==> src/rtl/sirq_pkg.sv <==
`timescale 1ns/1ps
package sirq_pkg;
   localparam int unsigned NUM_SRC    = 4;
   localparam int unsigned NUM_STICKY = 2;
   localparam int unsigned SRC_OVR    = 0;
   localparam int unsigned SRC_TOUT   = 1;
   localparam int unsigned SRC_RXH    = 2;
   localparam int unsigned SRC_TXH    = 3;

   typedef enum logic [1:0] {
      REG_MASK  = 2'd0,
      REG_STAT  = 2'd1,
      REG_CLR   = 2'd2,
      REG_SPARE = 2'd3
   } reg_sel_e;
endpackage

==> src/rtl/sirq_level_cmp.sv <==
`timescale 1ns/1ps
module sirq_level_cmp #(
   parameter int unsigned FIFO_DEPTH = 8,
   parameter int unsigned LVL_W      = $clog2(FIFO_DEPTH + 1)
) (
   input  logic [LVL_W-1:0] rx_level,
   input  logic [LVL_W-1:0] tx_level,
   output logic             rx_half,
   output logic             tx_half,
   output logic             rx_full,
   output logic             rx_empty
);
   localparam int unsigned HALF = FIFO_DEPTH / 2;
   localparam logic [LVL_W-1:0] HALF_LVL = LVL_W'(HALF);
   localparam logic [LVL_W-1:0] FULL_LVL = LVL_W'(FIFO_DEPTH);

   if (FIFO_DEPTH < 2 || (FIFO_DEPTH % 2) != 0) begin : g_bad_depth
      $error("sirq_level_cmp: FIFO_DEPTH must be even and at least 2");
   end
   if ((1 << LVL_W) <= FIFO_DEPTH) begin : g_bad_lvl_w
      $error("sirq_level_cmp: LVL_W too narrow for FIFO_DEPTH");
   end

   always_comb begin
      rx_half  = (rx_level >= HALF_LVL);
      tx_half  = (tx_level <= HALF_LVL);
      rx_full  = (rx_level >= FULL_LVL);
      rx_empty = (rx_level == '0);
   end
endmodule

==> src/rtl/sirq_bit_timer.sv <==
`timescale 1ns/1ps
module sirq_bit_timer #(
   parameter int unsigned PRE_W     = 8,
   parameter int unsigned RATE_W    = 8,
   parameter int unsigned TOUT_BITS = 32
) (
   input  logic              clk,
   input  logic              rst_n,
   input  logic              restart,
   input  logic [PRE_W-1:0]  prescale,
   input  logic [RATE_W-1:0] rate,
   output logic              expire
);
   localparam int unsigned BIT_W = (TOUT_BITS > 1) ? $clog2(TOUT_BITS) : 1;
   localparam logic [BIT_W-1:0] BIT_LAST = BIT_W'(TOUT_BITS - 1);

   if (TOUT_BITS < 2) begin : g_bad_tout
      $error("sirq_bit_timer: TOUT_BITS must be at least 2");
   end
   if (PRE_W < 1 || RATE_W < 1) begin : g_bad_w
      $error("sirq_bit_timer: divider widths must be at least 1");
   end

   logic [PRE_W-1:0]  pre_cnt;
   logic [PRE_W-1:0]  pre_last;
   logic [RATE_W-1:0] rate_cnt;
   logic [BIT_W-1:0]  bit_cnt;
   logic              spent_q;
   logic              pre_wrap;
   logic              rate_wrap;
   logic              bit_tick;
   logic              last_bit;

   always_comb begin
      pre_last  = (prescale == '0) ? '0 : prescale - PRE_W'(1);
      pre_wrap  = (pre_cnt == pre_last);
      rate_wrap = (rate_cnt == rate);
      bit_tick  = pre_wrap && rate_wrap;
      last_bit  = (bit_cnt == BIT_LAST);
      expire    = !restart && !spent_q && bit_tick && last_bit;
   end

   always_ff @(posedge clk or negedge rst_n) begin
      if (!rst_n) begin
         pre_cnt  <= '0;
         rate_cnt <= '0;
         bit_cnt  <= '0;
         spent_q  <= 1'b0;
      end else if (restart) begin
         pre_cnt  <= '0;
         rate_cnt <= '0;
         bit_cnt  <= '0;
         spent_q  <= 1'b0;
      end else if (!spent_q) begin
         pre_cnt <= pre_wrap ? '0 : pre_cnt + PRE_W'(1);
         if (pre_wrap) begin
            rate_cnt <= rate_wrap ? '0 : rate_cnt + RATE_W'(1);
         end
         if (bit_tick) begin
            if (last_bit) begin
               bit_cnt <= '0;
               spent_q <= 1'b1;
            end else begin
               bit_cnt <= bit_cnt + BIT_W'(1);
            end
         end
      end
   end
endmodule

==> src/rtl/sirq_sticky.sv <==
`timescale 1ns/1ps
module sirq_sticky #(
   parameter int unsigned N = 2
) (
   input  logic         clk,
   input  logic         rst_n,
   input  logic [N-1:0] set_evt,
   input  logic [N-1:0] clr_req,
   output logic [N-1:0] flag_q
);
   if (N < 1) begin : g_bad_n
      $error("sirq_sticky: N must be at least 1");
   end

   for (genvar i = 0; i < N; i++) begin : g_flag
      always_ff @(posedge clk or negedge rst_n) begin
         if (!rst_n) begin
            flag_q[i] <= 1'b0;
         end else if (set_evt[i]) begin
            flag_q[i] <= 1'b1;
         end else if (clr_req[i]) begin
            flag_q[i] <= 1'b0;
         end
      end
   end
endmodule

==> src/rtl/sirq_regs.sv <==
`timescale 1ns/1ps
module sirq_regs
   import sirq_pkg::*;
#(
   parameter int unsigned DATA_W = 32
) (
   input  logic                  clk,
   input  logic                  rst_n,
   input  logic                  bus_wr,
   input  logic [1:0]            bus_addr,
   input  logic [NUM_SRC-1:0]    wr_bits,
   input  logic [NUM_SRC-1:0]    stat,
   output logic [NUM_SRC-1:0]    mask,
   output logic [NUM_STICKY-1:0] clr_req,
   output logic [DATA_W-1:0]     rdata
);
   if (DATA_W < NUM_SRC) begin : g_bad_data_w
      $error("sirq_regs: DATA_W narrower than the source count");
   end

   reg_sel_e sel;
   logic     wr_mask;
   logic     wr_clr;

   always_comb begin
      sel     = reg_sel_e'(bus_addr);
      wr_mask = bus_wr && (sel == REG_MASK);
      wr_clr  = bus_wr && (sel == REG_CLR);
      clr_req = wr_clr ? wr_bits[NUM_STICKY-1:0] : '0;
   end

   always_ff @(posedge clk or negedge rst_n) begin
      if (!rst_n) begin
         mask <= '0;
      end else if (wr_mask) begin
         mask <= wr_bits;
      end
   end

   always_comb begin
      rdata = '0;
      unique case (sel)
         REG_MASK:  rdata[NUM_SRC-1:0] = mask;
         REG_STAT:  rdata[NUM_SRC-1:0] = stat;
         REG_CLR:   rdata = '0;
         REG_SPARE: rdata = '0;
         default:   rdata = '0;
      endcase
   end
endmodule

==> src/rtl/serial_irq_unit.sv <==
`timescale 1ns/1ps
module serial_irq_unit
   import sirq_pkg::*;
#(
   parameter int unsigned FIFO_DEPTH     = 8,
   parameter int unsigned PRE_W          = 8,
   parameter int unsigned RATE_W         = 8,
   parameter int unsigned TOUT_BITS      = 32,
   parameter int unsigned DATA_W         = 32,
   parameter bit          IRQ_REGISTERED = 1'b1,
   parameter int unsigned LVL_W          = $clog2(FIFO_DEPTH + 1)
) (
   input  logic              clk,
   input  logic              rst_n,
   input  logic [LVL_W-1:0]  rx_level,
   input  logic [LVL_W-1:0]  tx_level,
   input  logic              frame_done,
   input  logic              rx_pop,
   input  logic [PRE_W-1:0]  prescale,
   input  logic [RATE_W-1:0] rate,
   input  logic              bus_wr,
   input  logic [1:0]        bus_addr,
   input  logic [DATA_W-1:0] bus_wdata,
   output logic [DATA_W-1:0] bus_rdata,
   output logic [NUM_SRC-1:0] stat,
   output logic              irq_out
);
   logic                  rx_half;
   logic                  tx_half;
   logic                  rx_full;
   logic                  rx_empty;
   logic                  idle_restart;
   logic                  tout_expire;
   logic [NUM_STICKY-1:0] set_evt;
   logic [NUM_STICKY-1:0] clr_req;
   logic [NUM_STICKY-1:0] sticky_q;
   logic [NUM_SRC-1:0]    raw_vec;
   logic [NUM_SRC-1:0]    mask;
   logic                  unused_wdata_hi;

   if (DATA_W > NUM_SRC) begin : g_wdata_hi
      assign unused_wdata_hi = ^bus_wdata[DATA_W-1:NUM_SRC];
   end else begin : g_wdata_exact
      assign unused_wdata_hi = 1'b0;
   end

   sirq_level_cmp #(
      .FIFO_DEPTH (FIFO_DEPTH),
      .LVL_W      (LVL_W)
   ) u_level (
      .rx_level (rx_level),
      .tx_level (tx_level),
      .rx_half  (rx_half),
      .tx_half  (tx_half),
      .rx_full  (rx_full),
      .rx_empty (rx_empty)
   );

   assign idle_restart = rx_pop | frame_done | rx_empty;

   sirq_bit_timer #(
      .PRE_W     (PRE_W),
      .RATE_W    (RATE_W),
      .TOUT_BITS (TOUT_BITS)
   ) u_timer (
      .clk      (clk),
      .rst_n    (rst_n),
      .restart  (idle_restart),
      .prescale (prescale),
      .rate     (rate),
      .expire   (tout_expire)
   );

   always_comb begin
      set_evt           = '0;
      set_evt[SRC_OVR]  = frame_done & rx_full;
      set_evt[SRC_TOUT] = tout_expire;
   end

   sirq_sticky #(
      .N (NUM_STICKY)
   ) u_sticky (
      .clk     (clk),
      .rst_n   (rst_n),
      .set_evt (set_evt),
      .clr_req (clr_req),
      .flag_q  (sticky_q)
   );

   always_comb begin
      raw_vec           = '0;
      raw_vec[SRC_OVR]  = sticky_q[SRC_OVR];
      raw_vec[SRC_TOUT] = sticky_q[SRC_TOUT];
      raw_vec[SRC_RXH]  = rx_half;
      raw_vec[SRC_TXH]  = tx_half;
      stat              = raw_vec & mask;
   end

   sirq_regs #(
      .DATA_W (DATA_W)
   ) u_regs (
      .clk      (clk),
      .rst_n    (rst_n),
      .bus_wr   (bus_wr),
      .bus_addr (bus_addr),
      .wr_bits  (bus_wdata[NUM_SRC-1:0]),
      .stat     (stat),
      .mask     (mask),
      .clr_req  (clr_req),
      .rdata    (bus_rdata)
   );

   if (IRQ_REGISTERED) begin : g_irq_reg
      always_ff @(posedge clk or negedge rst_n) begin
         if (!rst_n) begin
            irq_out <= 1'b0;
         end else begin
            irq_out <= |stat;
         end
      end
   end else begin : g_irq_comb
      assign irq_out = |stat;
   end
endmodule

==> config.mk <==
export PLATFORM = sky130hd
export DESIGN_NAME = serial_irq_unit
export DESIGN_NICKNAME = d
export VERILOG_FILES = /design/src/rtl/sirq_pkg.sv /design/src/rtl/sirq_level_cmp.sv /design/src/rtl/sirq_bit_timer.sv /design/src/rtl/sirq_sticky.sv /design/src/rtl/sirq_regs.sv /design/src/rtl/serial_irq_unit.sv
export SDC_FILE = /design/constraint.sdc
export NUM_CORES = 1
export LEC_CHECK = 0
export BUFFER_PORTS_ARGS = -buffer_cell sky130_fd_sc_hd__buf_2
export CAP_MARGIN = 10
export CORE_ASPECT_RATIO = 2
export CORE_MARGIN = 1
export CORE_UTILIZATION = 27
export DETAILED_ROUTE_END_ITERATION = 6
export SYNTH_ARGS = -nofsm -noshare
export SYNTH_HDL_FRONTEND = slang
export SYNTH_SLANG_ARGS = --single-unit
==> constraint.sdc <==
create_clock -name clk -period 4.1 [get_ports clk]
set_clock_uncertainty 0.05 [all_clocks]
set_input_delay 1.23 -clock clk [delete_from_list [all_inputs] [get_ports clk]]
set_output_delay 1.23 -clock clk [all_outputs]
set_load 0.01 [all_outputs]
-- Word level (Yosys, flattened, before mapping)
Cells that the tools add are included.
Widths: inputs -> output; s select.
- bits in registers: 29
- input port bits: 63
- output and inout port bits: 37
- word-level logic and storage cells: 67
- $add $sub $neg: 4
- magnitude comparators: 3
- equal/unequal tests: 7
- mux-type cells: 22
- bitwise logic cells: 4
- reductions and logical operators: 19
- operator list (cell ; count):
    $mux 8 ; 8
    $mux 5 ; 4
    $add 8x1->8 const B ; 2
    $eq 8x8->1 ; 2
    $pmux 4 s3 ; 1
    $logic_not 8->1 ; 1
    $mux 1 ; 8
    $reduce_bool 2->1 ; 4
    $sub 8x1->8 const B ; 1
    $logic_and 1x1->1 ; 6
    $add 5x1->5 const B ; 1
    $eq 5x5->1 const B ; 1
    $and 4x4->4 ; 1
    $eq 2x2->1 const B ; 2
    $ge 4x3->1 const B ; 1
    $ge 4x4->1 const B ; 1
    $le 4x3->1 const B ; 1
    $logic_not 4->1 ; 1
    $reduce_and 2->1 ; 2
    $reduce_or 4->1 ; 1
    $eq 2x1->1 const B ; 1
    $logic_not 1->1 ; 2
    $logic_not 2->1 ; 1
    $mux 2 ; 1
    other kinds (4) ; 5

-- Longest topological paths before layout
Gate-level depths: netlist of run 1.
- depth in word-level cells: 7
- mapped depth: 10
- mapped depth without buffers: 8

-- Hierarchy
Synthesis of run 1 repeated with hierarchy kept, for this count alone.
- cells, all modules: 267
- area total of the unflattened synthesis: 2353.5 um2
- modules (own cells, without submodules) (module ; instances ; cells each ; area an instance (um2) ; sequential area each (um2)):
    sirq_bit_timer ; 1 ; 198 ; 1705.4 ; 550.5
    sirq_regs ; 1 ; 50 ; 465.4 ; 100.1
    serial_irq_unit ; 1 ; 8 ; 76.3 ; 25.0
    sirq_sticky ; 1 ; 6 ; 72.6 ; 50.0
    sirq_level_cmp ; 1 ; 5 ; 33.8 ; 0.0

-- Worst setup path before layout of run 1
OpenSTA, ideal clock, no wires.
- kind: input to register
- from: input prescale[0]
- to: register u_timer.rate_cnt[3]
- library setup time: 122 ps
- data arrival time: 3407 ps
- required time: 3928 ps
- setup slack: 521 ps
- stages: 9
- buffers on the path: 1
- path through: inv_1 > ha_1 > clkbuf_1 > nor3b_1 > or4_1 > a211oi_1 > or4_4 > or3_1 > a32o_1
- word-level cells in the longest chain between the ends: 5
- elaborated cells between the ends (all ways): 6
- those cells by class: 1 x add/sub; 1 x eq/ne; 1 x mux; 3 x reduce/logical
- ends and longest elaborated chain (element ; RTL line ; text):
    start, declared ; serial_irq_unit.sv:19 ; input logic [PRE_W-1:0] prescale,
    $sub 8x1->8 or $logic_not 8->1 (tied branches) ; sirq_bit_timer.sv:35 ; pre_last = (prescale == '0) ? '0 : prescale - PRE_W'(1);
    $mux 8 * ; sirq_bit_timer.sv:35 ;
    $eq 8x8->1 * ; sirq_bit_timer.sv:36 ; pre_wrap = (pre_cnt == pre_last);
    $reduce_bool 2->1 (no source line) * ; n/a ;
    $reduce_and 2->1 (no source line) * ; n/a ;
    end signal, assigned ; sirq_bit_timer.sv:57 ; rate_cnt <= rate_wrap ? '0 : rate_cnt + RATE_W'(1);
    end, declared ; sirq_bit_timer.sv:26 ; logic [RATE_W-1:0] rate_cnt;
Every way passes the cells marked *; elsewhere a longest branch is shown, timed or not.
A chain may end at the register's enable or synchronous reset.

-- Worst setup path in the final report of run 1
- from: input prescale[0]
- to: register u_timer.rate_cnt[5]
The elaborated chain is that of the path after synthesis.

==> flow_summary.toml, run 1 <==
[global_route]
grt_antenna_before_repair = 0
grt_start_max_net_pins = 30
global_route.usage.total_pct = 13.2
grt_pass1_vias = 2134
globalRoute.totalOverflow = 0
grt_first_pass_wirelength_microns = 9300

[logic_synthesis]
postSynth.asyncResetShare_pct = 100
synthMostInstantiatedCell = "sky130_fd_sc_hd__dfrtp_1"
ys_seq_elements = 29
synth.area.top_cells = "sky130_fd_sc_hd__dfrtp_1, sky130_fd_sc_hd__buf_4, sky130_fd_sc_hd__xnor2_1"
synthesis.instances = 270
number_of_distinct_library_cells_after_synthesis = 54
synthesis.area_per_instance_sq_um = 8.72
synth_top_area_cell = "sky130_fd_sc_hd__dfrtp_1"
synth_edf_count = 0
netlist_area_before_placement_sq_um = 2350
synth-warning-count = 0
ys_top_cells_by_count = "sky130_fd_sc_hd__dfrtp_1, sky130_fd_sc_hd__buf_4, sky130_fd_sc_hd__nand2_1, sky130_fd_sc_hd__nor3_1, sky130_fd_sc_hd__xnor2_1"
synth_top_cell_area_share_pct = 30.8
ys_seq_area_share_pct = 30.8
synth_flop_cell = "sky130_fd_sc_hd__dfrtp_1"

[power]
pwr-share-clk_pct = 46.8
pwr-share-seq_pct = 37.5
switching_share_pct = 25.6
ir_worst_vdd_mv = 0.204
power.switching_mw = 0.210
power.density_cell_area_nw_per_um2 = 296
p_leak_nw = 1.16
internal-power_mw = 0.608
power.combinational.fraction_pct = 15.7
power.total_mw = 0.818

[floorplanning]
die_height_microns = 134
placeable_core_region_sq_um = 8350
fp.dieW_microns = 68.0
initial_utilization_pct = 28.2
rows = 47
die_area_sq_um = 9120
io_pins = 100

[timing]
rsz0062_at_grt = "no"
hold_violations = 0
timing.final.setup_violations = 0
actual_slew_at_the_worst_max_slew_pin_ns = 0.696
timing.final.crit_share_pct = 87.4
period_needed_ns = 3.58
drv_slew = 0
timing.hold.ws_ns = 0.472
slew_headroom_pct = 53.5
fmax_ghz = 0.279
final.setup.tns_ns = 0

[routing]
remaining_drc_errors = 0
post_drt_via_cell_ratio = 5.09
drt-wirelength-per-cell_microns = 13.3
vias = 2112
drt_pre_antenna_iters = 5
detailed_route_wl_microns = 5510
drt_iter0_markers = 57
ant_nets = 0

[clock_network]
ctsHtreeMaxLevel = 2
clkSinkCount = 29
tritoncts = "done"
post_cts_resized = 0
cts.reportedPaths.clkPinSlew_ns = 0.05
insertion_delay_ns = 0.28
postCtsSetupBuffers = 0
clock-root-buffer = "sky130_fd_sc_hd__clkbuf_16"
cts-buffers-inserted = 5
maximum_buffer_depth_of_the_clock_tree = 2
cts_hold_buf = 0

[placement]
gp_congestion = 0.809
dp_hpwl_microns = 4260
buffer_ports.inserted = 43

[run]
maxCapViolations = 0

[cells_and_area]
layout-drive-gt1-share_pct = 23.0
antenna_cells_inserted = 0
layout.filler_cells = 903
area_growth_syn_to_layout_pct = 17.3
nets = 384

[worst_hold_path]
worstHoldPathType = "reg2reg"
min_from = "u_regs.mask[1]"
hold-path-endpoint = "u_regs.mask[1]"
hold_depth = 1

[setup_path]
crit_arrival_ns = 3.70
timing.reg2reg.setup_slack_ns = 1.62
r2r-end = "u_timer.rate_cnt[5]"
critical_path.endpoint_type = "flip-flop"
reg2reg_depth = 7
worst-path-max-fanout = 8
critPathRequiredTime_ns = 4.21
worst_setup_path_start_kind = "input port"
r2r_start = "u_timer.pre_cnt[3]"
setup.worst_path.start = "prescale[0]"
critPathKind = "in2reg"

[status]
outcome = "complete, no violations"
## worst max-delay path: stages
cell and delay [ns]:
sky130_fd_sc_hd__buf_2 0.16, sky130_fd_sc_hd__inv_1 0.06, sky130_fd_sc_hd__ha_1 0.20, sky130_fd_sc_hd__buf_4 0.16
sky130_fd_sc_hd__nor4_1 0.31, sky130_fd_sc_hd__a211oi_1 0.14, sky130_fd_sc_hd__nand4b_1 0.23, sky130_fd_sc_hd__or4_4 0.52
sky130_fd_sc_hd__or3_1 0.41, sky130_fd_sc_hd__a32o_1 0.27
## cells in the final DEF, fill, tap and decap left out, types with 8 or more instances in the layout
cell type / n
sky130_fd_sc_hd__buf_2: 43
sky130_fd_sc_hd__dfrtp_1: 29
sky130_fd_sc_hd__conb_1: 28
sky130_fd_sc_hd__nand2_1: 19
sky130_fd_sc_hd__xnor2_1: 13
sky130_fd_sc_hd__nor3_1: 12
sky130_fd_sc_hd__nand3_1: 11
sky130_fd_sc_hd__a21oi_1: 10
sky130_fd_sc_hd__nor2b_1: 10
sky130_fd_sc_hd__inv_1: 8
sky130_fd_sc_hd__nor2_1: 8
sky130_fd_sc_hd__nor3b_1: 8
sky130_fd_sc_hd__buf_4: 8
## kinds of logic (layout without fill, tap and decap cells)
family	after synthesis	count (layout)	synth area share, %
adders and majority gates	5	5	2.66
muxes	7	7	3.19
and+or+nand+nor	114	114	29.2
buffers and inverters	47	67	12.1
AOI/OAI and AO/OA	48	48	14.8
DFF	29	29	30.8
other	1	28	0.159
xor gates and xnor gates	19	19	7.07
## metrics by stage
stage	area, sq um	cells	setup WS (ns)	utilization (%)
2_1_floorplan	2450	297	0.521	-
3_3_place_gp	2600	407	0.317	31.2
3_5_place_dp	2600	407	0.261	31.2
4_1_cts	2760	415	0.536	33.1
5_1_grt	2760	415	0.378	33.1
6_report	2760	415	0.515	33.1
## routing by layer
layer / up-vias / track usage (%) / part of all wire, %
met5: - / 0 / 0
met4: 0 / 6.02 / 2.1
met3: 8 / 2.38 / 4.1
met2: 74 / 24.7 / 55
met1: 1005 / 13.2 / 39
li1: 1025 / - / -
## layout make-up
cell class	count	area (sq um)	area share (%)
flip-flops and latches	29	726	26.3
well taps	98	123	4.44
clock buffers	7	153	5.53
inverters	8	30.0	1.09
multi-input cells	221	1450	52.5
repair buffers	51	275	9.97
clock inverters	1	5.00	0.181
## sequential cells by signal, summed over array words and instances, names as in the netlist
| register | count |
|---|---|
| u_timer.bit_cnt | 5 |
| irq_out | 1 |
| u_timer.pre_cnt | 8 |
| u_timer.rate_cnt | 8 |
| u_sticky.flag_q | 2 |
| u_regs.mask | 4 |
| u_timer.spent_q | 1 |
## power groups by stage
stage	registers (mW)	logic [mW]	clock network [mW]
final	0.307	0.128	0.383
after global routing	0.309	0.143	0.405
after CTS	0.307	0.130	0.390
after detailed placement	0.312	0.129	0
after global placement	0.311	0.127	0
after floorplan	0.310	0.0925	0
## worst max-delay path by stage
stage	endpoint	slack, ns	cells after the start
after detailed placement	u_timer.rate_cnt[5]	0.26	10
after floorplan	u_timer.rate_cnt[3]	0.52	9
final	u_timer.rate_cnt[5]	0.52	10
after global routing	u_timer.rate_cnt[5]	0.38	10
after CTS	u_timer.rate_cnt[5]	0.54	10
after global placement	u_timer.rate_cnt[4]	0.32	9
Power figures use the tool's default switching activity.
==> inputs of run 2 (changes only) <==
--- a/config.mk
+++ b/config.mk
@@ -13,4 +13,5 @@
 export DETAILED_ROUTE_END_ITERATION = 6
 export SYNTH_ARGS = -nofsm -noshare
 export SYNTH_HDL_FRONTEND = slang
+export SYNTH_HIERARCHICAL = 1
 export SYNTH_SLANG_ARGS = --single-unit
==> run 2 against run 1 <==
Sequential power is essentially flat. First-iteration DRC count is 18% lower. Combinational power about the same. Critical endpoint is now u_timer/bit_cnt[3]. Highest routed layer unchanged.
==> flow_summary.toml, run 2 <==
[clock_network]
ctsHtreeMaxLevel = 2
cts.reportedPaths.clkPinSlew_ns = 0.04
postCtsSetupBuffers = 0
maximum_buffer_depth_of_the_clock_tree = 2
post_cts_resized = 0
insertion_delay_ns = 0.27
cts_hold_buf = 0
clock-root-buffer = "sky130_fd_sc_hd__clkbuf_16"
cts-buffers-inserted = 5
tritoncts = "done"
clkSinkCount = 29

[floorplanning]
io_pins = 100
initial_utilization_pct = 28.2
rows = 47
fp.dieW_microns = 68.0
placeable_core_region_sq_um = 8350
die_area_sq_um = 9120
die_height_microns = 134

[global_route]
grt_antenna_before_repair = 0
grt_start_max_net_pins = 30
grt_first_pass_wirelength_microns = 8820
global_route.usage.total_pct = 12.8
globalRoute.totalOverflow = 0
grt_pass1_vias = 1944

[placement]
dp_hpwl_microns = 4140
dpl-instance-area_sq_um = 2570
gp_congestion = 0.805
buffer_ports.inserted = 43

[power]
power.density_cell_area_nw_per_um2 = 290
power.total_mw = 0.785
p_leak_nw = 1.26
ir_worst_vdd_mv = 0.136

[routing]
remaining_drc_errors = 0
post_drt_via_cell_ratio = 5.00
drt_iter0_markers = 47
drt-wirelength-per-cell_microns = 13.2
ant_nets = 0
detailed_route_wl_microns = 5420
vias = 2051
drt_pre_antenna_iters = 4

[setup_path]
r2r_start = "u_timer/pre_cnt[1]"
critPathKind = "in2reg"
critical_path.endpoint_type = "flip-flop"
critPathRequiredTime_ns = 4.19
crit_arrival_ns = 3.80
setup.worst_path.start = "prescale[0]"
worst_setup_path_start_kind = "input port"
worst-path-max-fanout = 10

[cells_and_area]
postLayoutCellArea_sq_um = 2710
area_growth_syn_to_layout_pct = 15.2
layout.filler_cells = 886
most-common-layout-cells = "sky130_fd_sc_hd__buf_2, sky130_fd_sc_hd__dfrtp_1, sky130_fd_sc_hd__conb_1"
nets = 380
layout_commonest_cell = "sky130_fd_sc_hd__buf_2"
antenna_cells_inserted = 0
biggestRegsByFlops = "u_timer/pre_cnt (8), u_timer/rate_cnt (8), u_timer/bit_cnt (5)"
layout-drive-gt1-share_pct = 26.0

[timing]
period_needed_ns = 3.71
timing.final.setup_violations = 0
final.setup.tns_ns = 0
rsz0062_at_grt = "no"
hold_violations = 0
drv_slew = 0
timing.final.crit_share_pct = 90.4
slew_headroom_pct = 54.8
actual_slew_at_the_worst_max_slew_pin_ns = 0.678
fmax_ghz = 0.270

[logic_synthesis]
number_of_distinct_library_cells_after_synthesis = 55
synthesis.area_per_instance_sq_um = 8.81
synth_top_cell_area_share_pct = 30.8
synth_edf_count = 0
synth_top_area_cell = "sky130_fd_sc_hd__dfrtp_1"
synth-warning-count = 6
ys_seq_area_share_pct = 30.8
ys_top_cells_by_count = "sky130_fd_sc_hd__buf_4, sky130_fd_sc_hd__dfrtp_1, sky130_fd_sc_hd__nand3_1, sky130_fd_sc_hd__nor2_1, sky130_fd_sc_hd__xor2_1"
postSynth.asyncResetShare_pct = 100
synth_flop_cell = "sky130_fd_sc_hd__dfrtp_1"
ys_seq_elements = 29
netlist_area_before_placement_sq_um = 2350
synth.area.top_cells = "sky130_fd_sc_hd__dfrtp_1, sky130_fd_sc_hd__buf_4, sky130_fd_sc_hd__xor2_1"
synthesis.instances = 267

[run]
maxCapViolations = 0

[status]
outcome = "complete, no violations"

[worst_hold_path]
worstHoldPathType = "reg2reg"
min_from = "u_sticky/flag_q[1]"
==> run 2: final timing paths <==
path	to	slack, ns	cells past startpoint
hold reg to reg	u_sticky/flag_q[1]	0.43	1
setup / recovery	u_timer/bit_cnt[3]	0.39	10
setup reg to reg	u_timer/bit_cnt[3]	1.71	7
min in group asynchronous	u_timer/rate_cnt[4]	0.94	1
max in group asynchronous	irq_out	2.61	1
hold / removal	u_sticky/flag_q[1]	0.43	1
==> run 2: final cells by class <==
| class | instances | area (sq um) | area share, % |
|---|---|---|---|
| Multi-Input combinational cell | 217 | 1410 | 52.2 |
| Sequential cell | 29 | 726 | 26.8 |
| Timing Repair Buffer | 51 | 275 | 10.2 |
| Clock buffer | 7 | 143 | 5.26 |
| Tap cell | 98 | 123 | 4.52 |
| Inverter | 8 | 30.0 | 1.11 |
==> run 2: metrics by stage <==
| step | util, % | hold slack [ns] | worst slack (ns) | cells |
|---|---|---|---|---|
| floorplan | - | 0.396 | 0.416 | 294 |
| global placement | 30.7 | 0.410 | 0.214 | 403 |
| detailed placement | 30.7 | 0.421 | 0.139 | 403 |
| CTS | 32.5 | 0.432 | 0.417 | 410 |
| global route | 32.5 | 0.440 | 0.213 | 410 |
| finish | 32.5 | 0.425 | 0.393 | 410 |
==> run 2: routing by layer <==
layer	wire [microns]	part of all wire [%]	vias up	track usage [%]
met5	0	0	-	0
met4	147	2.7	0	7.18
met3	142	2.6	10	2.38
met2	3290	61	47	24.3
met1	1840	34	1003	11.7
li1	-	-	991	-
==> run 2: logic make-up (layout without fill, tap and decap cells) <==
kind of cell | Yosys count | in the layout | synth area share [%]
xor+xnor | 19 | 19 | 7.07
fa+ha+maj | 5 | 5 | 2.66
simple gates | 105 | 105 | 27.4
compound gates | 50 | 50 | 14.0
buf+inv | 48 | 66 | 13.4
mux | 10 | 10 | 4.47
other cells | 1 | 28 | 0.159
flops | 29 | 29 | 30.8
==> run 2: worst max-delay path: stages <==
cell and delay (ns):
sky130_fd_sc_hd__buf_2 0.10, sky130_fd_sc_hd__inv_1 0.09, sky130_fd_sc_hd__ha_1 0.34, sky130_fd_sc_hd__nor3b_1 0.39
sky130_fd_sc_hd__nand3_1 0.14, sky130_fd_sc_hd__a311oi_1 0.33, sky130_fd_sc_hd__o2111ai_1 0.23, sky130_fd_sc_hd__or3_1 0.54
sky130_fd_sc_hd__o31ai_1 0.31, sky130_fd_sc_hd__a21oi_1 0.10
==> run 2: power breakdown <==
part	total, mW	internal, mW	leakage (nW)	switching, mW
Sequential	0.306	0.299	0.388	0.00763
Combinational	0.128	0.0563	0.804	0.0721
Clock	0.350	0.237	0.0700	0.114
Total	0.785	0.592	1.26	0.193
